### src/rtl/tsched_pkg.sv
package tsched_pkg;

  typedef enum logic [2:0] {
    ROLE_IDLE   = 3'd0,
    ROLE_LISTEN = 3'd1,
    ROLE_SEND   = 3'd2,
    ROLE_RECV   = 3'd3,
    ROLE_IGNORE = 3'd4
  } role_e;

  typedef enum logic [1:0] {
    PH_IDLE = 2'd0,
    PH_HDR  = 2'd1,
    PH_DATA = 2'd2
  } phase_e;

endpackage

### src/rtl/tsched_pick.sv
// Rotating first-set finder: returns the member of set_i whose key
// (index + off_i) mod NODES is the smallest.
module tsched_pick #(
  parameter int NODES = 4,
  parameter int IDX_W = 2
) (
  input  logic [NODES-1:0] set_i,
  input  logic [IDX_W-1:0] off_i,
  output logic [IDX_W-1:0] first_o,
  output logic             any_o
);

  logic [IDX_W-1:0] cand;

  always_comb begin
    first_o = '0;
    any_o   = 1'b0;
    cand    = '0;
    // Walk the keys from the highest down, so that the smallest key wins.
    for (int k = NODES - 1; k >= 0; k--) begin
      cand = IDX_W'((k + NODES - int'(off_i)) % NODES);
      if (set_i[cand]) begin
        first_o = cand;
        any_o   = 1'b1;
      end
    end
  end

endmodule

### src/rtl/tsched_seq.sv
// Turn sequencer: header phase, then data phase, then the next member of
// the collider set.
module tsched_seq
  import tsched_pkg::*;
#(
  parameter int NODES       = 4,
  parameter int IDX_W       = 2,
  parameter int HDR_CYC     = 1,
  parameter int SHORT_FLITS = 2,
  parameter int LONG_FLITS  = 5
) (
  input  logic             clk,
  input  logic             rst,
  input  logic [IDX_W-1:0] node_id_i,
  input  logic             start_i,
  input  logic [NODES-1:0] start_set_i,
  input  logic [IDX_W-1:0] start_off_i,
  input  logic [IDX_W-1:0] start_owner_i,
  input  logic [IDX_W-1:0] next_owner_i,
  input  logic [IDX_W-1:0] hdr_dest_i,
  input  logic             hdr_long_i,
  output logic             busy_o,
  output logic [IDX_W-1:0] owner_o,
  output logic [2:0]       role_o,
  output logic [NODES-1:0] rest_o,
  output logic [IDX_W-1:0] off_o
);

  localparam int MAX_FL = (LONG_FLITS > SHORT_FLITS) ? LONG_FLITS : SHORT_FLITS;
  localparam int HC_W   = (HDR_CYC > 1) ? $clog2(HDR_CYC) : 1;
  localparam int DC_W   = (MAX_FL > 1) ? $clog2(MAX_FL) : 1;

  phase_e           phase_q;
  logic [HC_W-1:0]  hcnt_q;
  logic [DC_W-1:0]  dcnt_q;
  logic [NODES-1:0] remain_q;
  logic [IDX_W-1:0] owner_q;
  logic [IDX_W-1:0] off_q;
  role_e            role_q;
  logic             busy_q;

  logic hdr_last;
  logic data_last;

  assign hdr_last  = (phase_q == PH_HDR)  && (hcnt_q == HC_W'(HDR_CYC - 1));
  assign data_last = (phase_q == PH_DATA) && (dcnt_q == '0);
  assign rest_o    = remain_q & ~(NODES'(1) << owner_q);

  assign busy_o  = busy_q;
  assign owner_o = owner_q;
  assign role_o  = role_q;
  assign off_o   = off_q;

  always_ff @(posedge clk) begin
    if (rst) begin
      phase_q  <= PH_IDLE;
      hcnt_q   <= '0;
      dcnt_q   <= '0;
      remain_q <= '0;
      owner_q  <= '0;
      off_q    <= '0;
      role_q   <= ROLE_IDLE;
      busy_q   <= 1'b0;
    end else begin
      unique case (phase_q)
        PH_IDLE: begin
          if (start_i) begin
            phase_q  <= PH_HDR;
            hcnt_q   <= '0;
            remain_q <= start_set_i;
            off_q    <= start_off_i;
            owner_q  <= start_owner_i;
            busy_q   <= 1'b1;
            role_q   <= (start_owner_i == node_id_i) ? ROLE_SEND : ROLE_LISTEN;
          end
        end
        PH_HDR: begin
          if (hdr_last) begin
            phase_q <= PH_DATA;
            dcnt_q  <= hdr_long_i ? DC_W'(LONG_FLITS - 1) : DC_W'(SHORT_FLITS - 1);
            if (owner_q == node_id_i)      role_q <= ROLE_SEND;
            else if (hdr_dest_i == node_id_i) role_q <= ROLE_RECV;
            else                           role_q <= ROLE_IGNORE;
          end else begin
            hcnt_q <= hcnt_q + HC_W'(1);
          end
        end
        PH_DATA: begin
          if (data_last) begin
            remain_q <= rest_o;
            if (rest_o != '0) begin
              phase_q <= PH_HDR;
              hcnt_q  <= '0;
              owner_q <= next_owner_i;
              role_q  <= (next_owner_i == node_id_i) ? ROLE_SEND : ROLE_LISTEN;
            end else begin
              phase_q <= PH_IDLE;
              owner_q <= '0;
              off_q   <= '0;
              busy_q  <= 1'b0;
              role_q  <= ROLE_IDLE;
            end
          end else begin
            dcnt_q <= dcnt_q - DC_W'(1);
          end
        end
        default: phase_q <= PH_IDLE;
      endcase
    end
  end

  // The collider set only loses members while a schedule runs.
  p_set_shrinks_r8: assert property (@(posedge clk) disable iff (rst)
    busy_q |=> ((remain_q & ~$past(remain_q)) == '0));

  // The current owner is always a pending collider.
  p_owner_member_r3: assert property (@(posedge clk) disable iff (rst)
    busy_q |-> remain_q[owner_q]);

  // No idle cycle between two turns.
  p_no_gap_r6: assert property (@(posedge clk) disable iff (rst)
    (data_last && (rest_o != '0)) |=> (phase_q == PH_HDR) && busy_q);

  // The channel is released after the final turn.
  p_release_r7: assert property (@(posedge clk) disable iff (rst)
    (data_last && (rest_o == '0)) |=> (!busy_q && (role_q == ROLE_IDLE)));

endmodule

### src/rtl/turn_sched.sv
module turn_sched
  import tsched_pkg::*;
#(
  parameter int NODES       = 4,
  parameter int CNT_W       = 8,
  parameter int HDR_CYC     = 1,
  parameter int SHORT_FLITS = 2,
  parameter int LONG_FLITS  = 5,
  parameter int IDX_W       = (NODES > 1) ? $clog2(NODES) : 1
) (
  input  logic             clk,
  input  logic             rst,
  input  logic [IDX_W-1:0] node_id_i,
  input  logic             collide_i,
  input  logic [NODES-1:0] src_or_i,
  input  logic [CNT_W-1:0] cycle_cnt_i,
  input  logic [IDX_W-1:0] hdr_dest_i,
  input  logic             hdr_long_i,
  output logic             busy_o,
  output logic [IDX_W-1:0] owner_o,
  output logic [2:0]       role_o,
  output logic             err_o
);

  localparam int POP_W = IDX_W + 1;

  logic [POP_W-1:0] ones;
  logic             multi;
  logic [CNT_W-1:0] off_wide;
  logic [IDX_W-1:0] start_off;
  logic [IDX_W-1:0] start_owner;
  logic             start_any;
  logic [IDX_W-1:0] next_owner;
  logic             next_any;
  logic [NODES-1:0] rest;
  logic [IDX_W-1:0] off_q;
  logic             start;
  logic             err_q;

  always_comb begin
    ones = '0;
    for (int k = 0; k < NODES; k++) ones = ones + POP_W'(src_or_i[k]);
  end

  assign multi     = (ones >= POP_W'(2));
  assign off_wide  = cycle_cnt_i % CNT_W'(NODES);
  assign start_off = off_wide[IDX_W-1:0];
  assign start     = collide_i && !busy_o && multi && start_any;

  tsched_pick #(.NODES(NODES), .IDX_W(IDX_W)) i_pick_first (
    .set_i   (src_or_i),
    .off_i   (start_off),
    .first_o (start_owner),
    .any_o   (start_any)
  );

  tsched_pick #(.NODES(NODES), .IDX_W(IDX_W)) i_pick_next (
    .set_i   (rest),
    .off_i   (off_q),
    .first_o (next_owner),
    .any_o   (next_any)
  );

  tsched_seq #(
    .NODES(NODES), .IDX_W(IDX_W), .HDR_CYC(HDR_CYC),
    .SHORT_FLITS(SHORT_FLITS), .LONG_FLITS(LONG_FLITS)
  ) i_seq (
    .clk           (clk),
    .rst           (rst),
    .node_id_i     (node_id_i),
    .start_i       (start),
    .start_set_i   (src_or_i),
    .start_off_i   (start_off),
    .start_owner_i (start_owner),
    .next_owner_i  (next_owner),
    .hdr_dest_i    (hdr_dest_i),
    .hdr_long_i    (hdr_long_i),
    .busy_o        (busy_o),
    .owner_o       (owner_o),
    .role_o        (role_o),
    .rest_o        (rest),
    .off_o         (off_q)
  );

  always_ff @(posedge clk) begin
    if (rst) err_q <= 1'b0;
    else if (collide_i && !busy_o && !multi) err_q <= 1'b1;
  end

  assign err_o = err_q;

  // A valid collision starts a schedule.
  p_start_r2: assert property (@(posedge clk) disable iff (rst)
    (collide_i && !busy_o && multi) |=> busy_o);

  // A collision with fewer than two sources raises the flag and starts nothing.
  p_single_err_r9: assert property (@(posedge clk) disable iff (rst)
    (collide_i && !busy_o && !multi) |=> (err_o && !busy_o));

  // The error flag is sticky.
  p_err_sticky_r9: assert property (@(posedge clk) disable iff (rst)
    err_o |=> err_o);

  // A collision while busy leaves the flag unchanged.
  p_busy_err_hold_r8: assert property (@(posedge clk) disable iff (rst)
    (collide_i && busy_o) |=> (err_o == $past(err_o)));

  // Only the owner sends, and only during a schedule.
  p_send_owner_r5: assert property (@(posedge clk) disable iff (rst)
    (role_o == ROLE_SEND) |-> (busy_o && (owner_o == node_id_i)));

  // While a turn is pending, the next pick always finds a member.
  p_next_found_r3: assert property (@(posedge clk) disable iff (rst)
    (busy_o && (rest != '0)) |-> next_any);

endmodule

### config.mk
export PLATFORM = sky130hd
export DESIGN_NAME = turn_sched
export DESIGN_NICKNAME = d
export VERILOG_FILES = /design/src/rtl/tsched_pkg.sv /design/src/rtl/tsched_pick.sv /design/src/rtl/tsched_seq.sv /design/src/rtl/turn_sched.sv
export SDC_FILE = /design/constraint.sdc
export NUM_CORES = 1
export LEC_CHECK = 0
export BUFFER_PORTS_ARGS = -buffer_cell sky130_fd_sc_hd__buf_2
export CAP_MARGIN = 20
export CORE_UTILIZATION = 55
export CTS_CLUSTER_SIZE = 25
export DETAILED_ROUTE_END_ITERATION = 10
export GPL_TIMING_DRIVEN = 1
export PLACE_DENSITY = 0.78
export SETUP_SLACK_MARGIN = 0.15
export SLEW_MARGIN = 25
export SYNTH_ARGS = -nofsm -noshare
export SYNTH_HDL_FRONTEND = slang
export SYNTH_SLANG_ARGS = --single-unit
### constraint.sdc
create_clock -name clk -period 3.25 [get_ports clk]
set_clock_uncertainty 0.1 [all_clocks]
set_input_delay 0.975 -clock clk [delete_from_list [all_inputs] [get_ports clk]]
set_output_delay 0.975 -clock clk [all_outputs]
set_load 0.005 [all_outputs]
=== Word level (Yosys, flattened, before mapping) ===
Index checks and enable logic that the tools add are counted.
W data, S select, Z words.

* Flip-flop bits (word level): 19
* Output and inout port bits: 7
* Bits in writable memories: 0
* Word-level logic and storage cells: 134
* Memories: 0
* Input port bits: 20
* Bits in read-only memories: 0
* Bits in latches: 0

* Divide/modulo/power cells: 0
* Muxes and demuxes: 66
* Equality and inequality tests: 13
* Add/subtract/negate cells: 13
* Multipliers: 0
* Reductions and logical operators: 20
* Bitwise operators: 3
* Magnitude comparators: 9
* Shift-type cells: 1

{| class="wikitable"
|+ Operators with widths
! cell !! count
|-
| $mux W2 || 19
|-
| $mux W3 || 9
|-
| $lt A2 B3 Y1 const B || 8
|-
| $mux W1 || 20
|-
| $bmux W1 S2 || 8
|-
| $pmux W3 S3 || 1
|-
| $reduce_and A3 Y1 || 3
|-
| $eq A2 B2 Y1 || 4
|-
| $mux W4 || 2
|-
| $ne A2 B2 Y1 const B || 4
|-
| $pmux W2 S2 || 2
|-
| $pmux W4 S2 || 1
|-
| $reduce_and A4 Y1 || 2
|-
| $sub A1 B2 Y2 const A || 4
|-
| $sub A2 B2 Y2 const A || 4
|-
| $logic_and A1 B1 Y1 || 6
|-
| $ne A2 B1 Y1 const B || 3
|-
| $pmux W2 S3 || 1
|-
| $pmux W3 S2 || 1
|-
| $reduce_and A5 Y1 || 1
|-
| $and A4 B4 Y4 || 1
|-
| $not A4 Y4 || 1
|-
| $reduce_bool A2 Y1 || 2
|-
| $reduce_bool A4 Y1 || 1
|-
| other kinds (16) || 17
|}

=== Logic depth before layout (Yosys ltp) ===
Gate-level depths: netlist of run 1.

* Depth in word-level cells: 14
* Mapped depth: 9
* Gate-level depth less buffers: 9

=== By module ===
Synthesis of run 1 repeated with hierarchy kept, for this count alone.

* Cells, all modules: 164
* Area total of the unflattened synthesis: 1347.5 um2

{| class="wikitable"
|+ Modules (own cells, without submodules)
! module !! area each (um2) !! cells each !! times used
|-
| tsched_seq || 1113.6 || 133 || 1
|-
| tsched_pick || 75.1 || 12 || 2
|-
| turn_sched || 83.8 || 7 || 1
|}

=== Worst setup path after synthesis of run 1 ===
OpenSTA, ideal clock, no wires.

* Path kind: input -> register
* Start point: input port src_or_i[0]
* End point: register i_seq.role_q[0] (netlist: i_seq.role_o[0])
* Arrival time: 2.858 ns
* Stages on the path: 6
* Setup slack: 0.172 ns
* Path through: fa_1 -> a21oi_2 -> o41ai_4 -> nand3_4 -> or4_1 -> o31a_1

* Longest elaborated chain between the ends: 10
* Elaborated cells on any way between the ends: 28

{| class="wikitable"
|+ Ends and longest elaborated chain
! element !! line !! source
|-
| start: declaration || turn_sched.sv:15 || <nowiki>input logic [NODES-1:0] src_or_i,</nowiki>
|-
| parallel branches: the longest is 10 deep, another holds $add A2 B1 Y3 || -- ||
|-
| end signal: assignment || tsched_seq.sv:74 || <nowiki>role_q <= (start_owner_i == node_id_i) ? ROLE_SEND : ROLE_LISTEN;</nowiki>
|-
| end signal: assignment || tsched_seq.sv:95 || <nowiki>role_q <= (next_owner_i == node_id_i) ? ROLE_SEND : ROLE_LISTEN;</nowiki>
|-
| end: declaration || tsched_seq.sv:39 || <nowiki>role_e role_q;</nowiki>
|}

Several ways; the timed one is not identified. The select of a mux whose other input is x is not followed.
A chain may end at the register's enable or synchronous reset.

=== Worst setup path after layout of run 1 ===
Same ends and word-level chain as after synthesis.

==> results.json, run 1 <==
{
  "status": "complete, no violations",
  "critPathSlowestCell": "fa_1",
  "ys_seq_area_share_pct": 23.79,
  "die_h_um": 55.92,
  "dp.cells": 258,
  "synth_async_sr_flop_share_pct": 0,
  "cts_resized": 0,
  "setup_viol": 0,
  "wl_per_cell_um": 14.83,
  "vias": 1610,
  "synth_top_flop_cell": "dfxtp_1",
  "place.gp.congestion": 0.8896,
  "overflow": 0,
  "num_antenna_cells": 0,
  "synth_edf_count": 0,
  "antenna_found_initial": 0,
  "post_cts.repair.setup_buffers": 0,
  "ctsRootBufferMaster": "clkbuf_4",
  "drc": 0,
  "worst_ep_arrival_time_ns": 3.07,
  "fin_nets": 260,
  "slew_headroom_pct": 61.51,
  "routed.top_layer": "met4",
  "clock.fmax_ghz": 0.3357,
  "synth_cell_types": 56,
  "wl_met1_um": 1689,
  "ctsLongestPathBuffers": 2,
  "rows": 19,
  "clk-insertion-delay-late_ns": 0.30,
  "fin_crit_sh_pct": 91.65,
  "crit_path_max_incr_delay_ns": 0.56,
  "crit_path_end_kind": "flop",
  "synth_nets": 236,
  "hold_class": "flop to flop",
  "netlist_area_mm2": 0.001599,
  "powerDensity_mw_per_mm2": 913.1,
  "ant_nets": 0,
  "coreArea_mm2": 0.002758,
  "met3RoutedLength_um": 117,
  "slew_violations": 0,
  "area_delta_synth_final_pct": 11.35,
  "vdd_drop_max_mv": 0.7270,
  "critPathLaunchType": "primary input",
  "power_mw": 1.626,
  "maxCapViolCount": 0,
  "cp.required_ns": 3.34,
  "worst_pin_slew_ns": 0.5766,
  "synth_seq_cells": 19,
  "io_buffers": 20,
  "cts-buffers-inserted": 3,
  "avgSynthCellArea_um2": 7.688,
  "crit_chain": "buf_2 > fa_1 > a21oi_2 > o41ai_4 > nand3_4 > or4_1 > o31a_1",
  "ys_warn_count": 0,
  "layout_commonest_cell": "nand2_1",
  "holdWs_ns": 0.3814,
  "clock-sinks": 19,
  "die_w_um": 55.92,
  "clk_pin_slew_ns": 0.11,
  "syn_inst": 208,
  "regToRegSetupSlack_ns": 0.77,
  "totalWireLength_um": 3886,
  "drive_above_1_share_pct": 18.61,
  "htreeDepth": 1,
  "drt_first_pass_iters": 4,
  "finalNonFillerCells": 262,
  "cts_tree": "done",
  "fp.dieArea_mm2": 0.003127,
  "worstPathMaxFanout": 5,
  "met2_wirelength_um": 1952,
  "final_cell_mix": "25 x nand2_1, 23 x nor2_1, 20 x buf_2",
  "p_leak_nw": 0.7312,
  "period_needed_ns": 2.979,
  "via_per_inst": 6.145,
  "dr.first_iter.drc_count": 77,
  "grt_max_degree": 21,
  "crit_buf_inv": 1,
  "cpLargestDelayFamily": "compound AO/OA/AOI/OAI gates",
  "start_util_pct": 57.99,
  "grt_pass1_vias": 1573,
  "hold_viol": 0,
  "postCtsHoldBufs": 0,
  "grt_pass1_wl_um": 6637,
  "grt_use_total_pct": 26.62,
  "final_util_pct": 64.56,
  "worstSetupPathType": "primary input to flop",
  "io_pins": 27,
  "rsz0062_at_grt": "no",
  "dp_hpwl_um": 3008
}
## layer usage
metal,up-vias,GRT usage (%)
li1,795,-
met1,760,30.76
met2,42,46.99
met3,13,3.721
met4,0,14.98
met5,-,0
## registers in the layout, summed over array words and instances, names as in the netlist
signal,cells
i_seq.remain_q,4
i_seq.off_o,2
i_seq.phase_q,2
err_o,1
i_seq.busy_o,1
i_seq.owner_o,2
i_seq.hcnt_q,1
i_seq.role_o,3
i_seq.dcnt_q,3
## power by group
group	internal, mW	switching, mW
clock	0.0479	0.0757
combinational	0.483	0.572
sequential	0.311	0.137
## worst min-delay path: stages (launching register included)
cell	delay (ns)
dfxtp_1	0.34
a31oi_1	0.04
nor2_1	0.07
## worst paths after layout
path | startpoint | endpoint | depth (start not counted)
worst min register to register | err_o | err_o | 2
worst min-delay path | err_o | err_o | 2
worst max-delay path | src_or_i[0] | i_seq.role_o[0] | 7
worst max register to register | i_seq.remain_q[1] | i_seq.role_o[0] | 7
## layout make-up
class,instances,area (µm²)
fillers,253,977.2
flip-flops and latches,19,380.4
well taps,31,38.79
inverters,15,56.30
repair buffers,29,167.7
clock buffers,4,26.28
multi-input cells,164,1111
## cells in the mapped netlist, drive strengths merged (2+ instances only)
cell type,instances,area (µm²)
a211oi,5,37.54
mux2i,6,60.06
or3b,2,17.52
nand2b,8,52.55
nor2,24,97.59
dfxtp,19,380.4
o21ai,9,45.04
a22oi,8,60.06
or2,4,25.03
a21oi,13,72.57
o211ai,3,22.52
inv,15,56.30
buf,6,36.28
or4b,2,20.02
nor2b,2,12.51
a211o,3,27.53
nor4,3,18.77
o2111ai,2,17.52
nand2,25,93.84
o32ai,2,17.52
ha,7,87.58
nand3,3,27.53
clkbuf,4,15.01
xnor2,6,52.55
nor3,3,15.01
a31oi,2,12.51
## stage by stage
stage               TNS [ns]  setup WS, ns  area, µm²
detailed placement  -0.02320      -0.02320       1754
CTS                        0        0.2862       1780
finish                     0        0.2715       1780
global placement           0       0.02505       1754
global route               0        0.2204       1780
floorplan                  0        0.1723       1599
## logic make-up (layout without fill, tap and decap cells)
| family | Yosys count | count (layout) | synth area share, % |
|---|---|---|---|
| flops | 19 | 19 | 23.79 |
| xor+xnor | 7 | 7 | 3.834 |
| fa+ha+maj | 8 | 8 | 6.729 |
| mux | 7 | 7 | 4.460 |
| simple gates | 83 | 83 | 27.31 |
| buf+inv | 25 | 48 | 6.728 |
| compound gates | 59 | 59 | 27.15 |
No activity file was read; power rests on OpenSTA's default activity.
==> inputs of run 2 (changes only) <==
--- a/config.mk
+++ b/config.mk
@@ -7,13 +7,14 @@
 export LEC_CHECK = 0
 export BUFFER_PORTS_ARGS = -buffer_cell sky130_fd_sc_hd__buf_2
 export CAP_MARGIN = 20
-export CORE_UTILIZATION = 55
+export CORE_UTILIZATION = 54
 export CTS_CLUSTER_SIZE = 25
 export DETAILED_ROUTE_END_ITERATION = 10
 export GPL_TIMING_DRIVEN = 1
-export PLACE_DENSITY = 0.78
+export PLACE_DENSITY_LB_ADDON = 0.2
 export SETUP_SLACK_MARGIN = 0.15
 export SLEW_MARGIN = 25
 export SYNTH_ARGS = -nofsm -noshare
 export SYNTH_HDL_FRONTEND = slang
+export SYNTH_HIERARCHICAL = 1
 export SYNTH_SLANG_ARGS = --single-unit
==> constraint.sdc (replaced) <==
create_clock -name clk -period 3.25 [get_ports clk]
set_clock_uncertainty 0.1 [all_clocks]
set_input_delay 0.8125 -clock clk [delete_from_list [all_inputs] [get_ports clk]]
set_output_delay 0.8125 -clock clk [all_outputs]
set_load 0.005 [all_outputs]
==> results.json, run 2 <==
{
  "status": "complete, no violations",
  "vias": 1261,
  "hold_viol": 0,
  "swShare_pct": 47.28,
  "ys_warn_count": 6,
  "hold_class": "flop to flop",
  "worst_ep_arrival_time_ns": 2.87,
  "dp_hpwl_um": 2197,
  "crit_path_end_kind": "flop",
  "critPathSlowestCell": "fa_1",
  "holdPathEnd": "i_seq/hcnt_q",
  "wl_per_cell_um": 14.19,
  "seqPwrFrac_pct": 32.9,
  "clock.fmax_ghz": 0.3650,
  "reg2reg_to": "i_seq/role_o[1]",
  "fp.dieArea_mm2": 0.002685,
  "worstSetupPathType": "primary input to flop",
  "post_cts.repair.setup_buffers": 0,
  "internal_power_uw": 659.0,
  "overflow": 0,
  "drc": 0,
  "totalWireLength_um": 2966,
  "final_area_mm2": 0.001471,
  "clk-insertion-delay-late_ns": 0.31,
  "cts_tree": "done",
  "reg2reg_from": "i_seq/owner_o[0]",
  "critPathLaunchType": "primary input",
  "die_h_um": 51.82,
  "ant_nets": 0,
  "io_pins": 27,
  "finalNonFillerCells": 209,
  "dp_slack_ns": 0.2047,
  "coreArea_mm2": 0.002276,
  "start_util_pct": 58.88,
  "crit_path_max_incr_delay_ns": 0.54,
  "io_buffers": 20,
  "cp_num_cells": 9,
  "cts-buffers-inserted": 3,
  "drive_above_1_share_pct": 19.89,
  "powerDensity_mw_per_mm2": 849.6,
  "cpLargestDelayFamily": "simple AND/OR/NAND/NOR gates",
  "layout_commonest_cell": "buf_2",
  "slew_headroom_pct": 62.20,
  "grt_use_total_pct": 24.74,
  "place.gp.congestion": 0.8395,
  "dr.first_iter.drc_count": 36,
  "htreeDepth": 1,
  "rows": 17,
  "cp.required_ns": 3.38,
  "pwr-share-clk_pct": 10.4,
  "ctsRootBufferMaster": "clkbuf_4",
  "dp.cells": 205,
  "netlist_area_mm2": 0.001340,
  "antenna_found_initial": 0,
  "setup_tns_ns": 0,
  "crit_buf_inv": 1,
  "largest-register": "i_seq/remain_q",
  "period_needed_ns": 2.740,
  "drt_first_pass_iters": 4,
  "slew_violations": 0,
  "vdd_drop_max_mv": 0.4983,
  "crit_chain": "buf_2 > fa_1 > a21o_1 > and4b_2 > nand2b_1 > nand3_1 > nor2_1 > nand2_1 > o32ai_1",
  "largest_reg_flops": 4,
  "maxCapViolCount": 0,
  "cts_resized": 0,
  "fin_nets": 210,
  "dpl_cell_area_mm2": 0.001444,
  "avgSynthCellArea_um2": 8.221,
  "min_from": "i_seq/hcnt_q",
  "rr_worst_depth": 9,
  "postCtsHoldBufs": 0,
  "worstPathMaxFanout": 6,
  "setup_viol": 0,
  "rsz0062_at_grt": "no",
  "grt_pass1_wl_um": 4857,
  "hold-path-cell-count": 1,
  "fillers": 199,
  "p_leak_nw": 0.6120,
  "synth_nets": 191,
  "via_per_inst": 6.033,
  "grt_pass1_vias": 1137,
  "clock-sinks": 19,
  "p_sw_uw": 591.1,
  "num_antenna_cells": 0,
  "ctsLongestPathBuffers": 2,
  "syn_inst": 163,
  "worst_pin_slew_ns": 0.5620,
  "clk_pin_slew_ns": 0.12,
  "final_cell_mix": "20 x buf_2, 19 x dfxtp_1, 16 x nand2_1, 16 x nor2_1, 13 x a21oi_1",
  "setup_slack_ns": 0.5100,
  "grt_max_degree": 20,
  "fin_crit_sh_pct": 84.31,
  "die_w_um": 51.82,
  "comb_power_share_pct": 56.7,
  "area_delta_synth_final_pct": 9.804,
  "regToRegSetupSlack_ns": 0.86
}
run 2: power groups by stage:
stage / clock network [mW] / registers, mW / logic [mW]
after floorplan: 0 / 0.376 / 0.586
after global placement: 0 / 0.403 / 0.673
after detailed placement: 0 / 0.416 / 0.694
after CTS: 0.133 / 0.410 / 0.700
after global routing: 0.141 / 0.423 / 0.797
final: 0.130 / 0.411 / 0.709
run 2: worst max-delay path by stage:
| stage | startpoint | to | slack (ns) |
|---|---|---|---|
| CTS | src_or_i[0] | i_seq/role_o[0] | 0.56 |
| global placement | src_or_i[0] | i_seq/role_o[0] | 0.27 |
| floorplan | src_or_i[0] | i_seq/role_o[0] | 0.58 |
| global route | src_or_i[0] | i_seq/role_o[1] | 0.37 |
| finish | src_or_i[0] | i_seq/role_o[1] | 0.51 |
| detailed placement | src_or_i[0] | i_seq/role_o[0] | 0.20 |
run 2: cell type report:
class,count,area [µm²],share of cell area (%)
clock inverters,1,5.005,0.3401
repair buffers,20,100.1,6.803
inverters,13,48.80,3.316
well taps,28,35.03,2.381
clock buffers,3,22.52,1.531
multi-input cells,125,879.6,59.78
flip-flops and latches,19,380.4,25.85
run 2: per-stage QoR:
stage	utilization [%]	power [mW]	hold slack, ns
2_1_floorplan	-	0.9624	0.3451
3_3_place_gp	63.44	1.076	0.3515
3_5_place_dp	63.44	1.109	0.3649
4_1_cts	64.65	1.243	0.3821
5_1_grt	64.65	1.361	0.3996
6_report	64.65	1.250	0.3821
run 2: per-layer routing:
layer | GRT usage [%] | up-vias | part of all wire [%]
met3 | 2.924 | 7 | 5.4
met1 | 30.16 | 583 | 45
li1 | - | 624 | -
met5 | 0 | - | 0
met4 | 15.32 | 0 | 2.6
met2 | 41.13 | 47 | 47
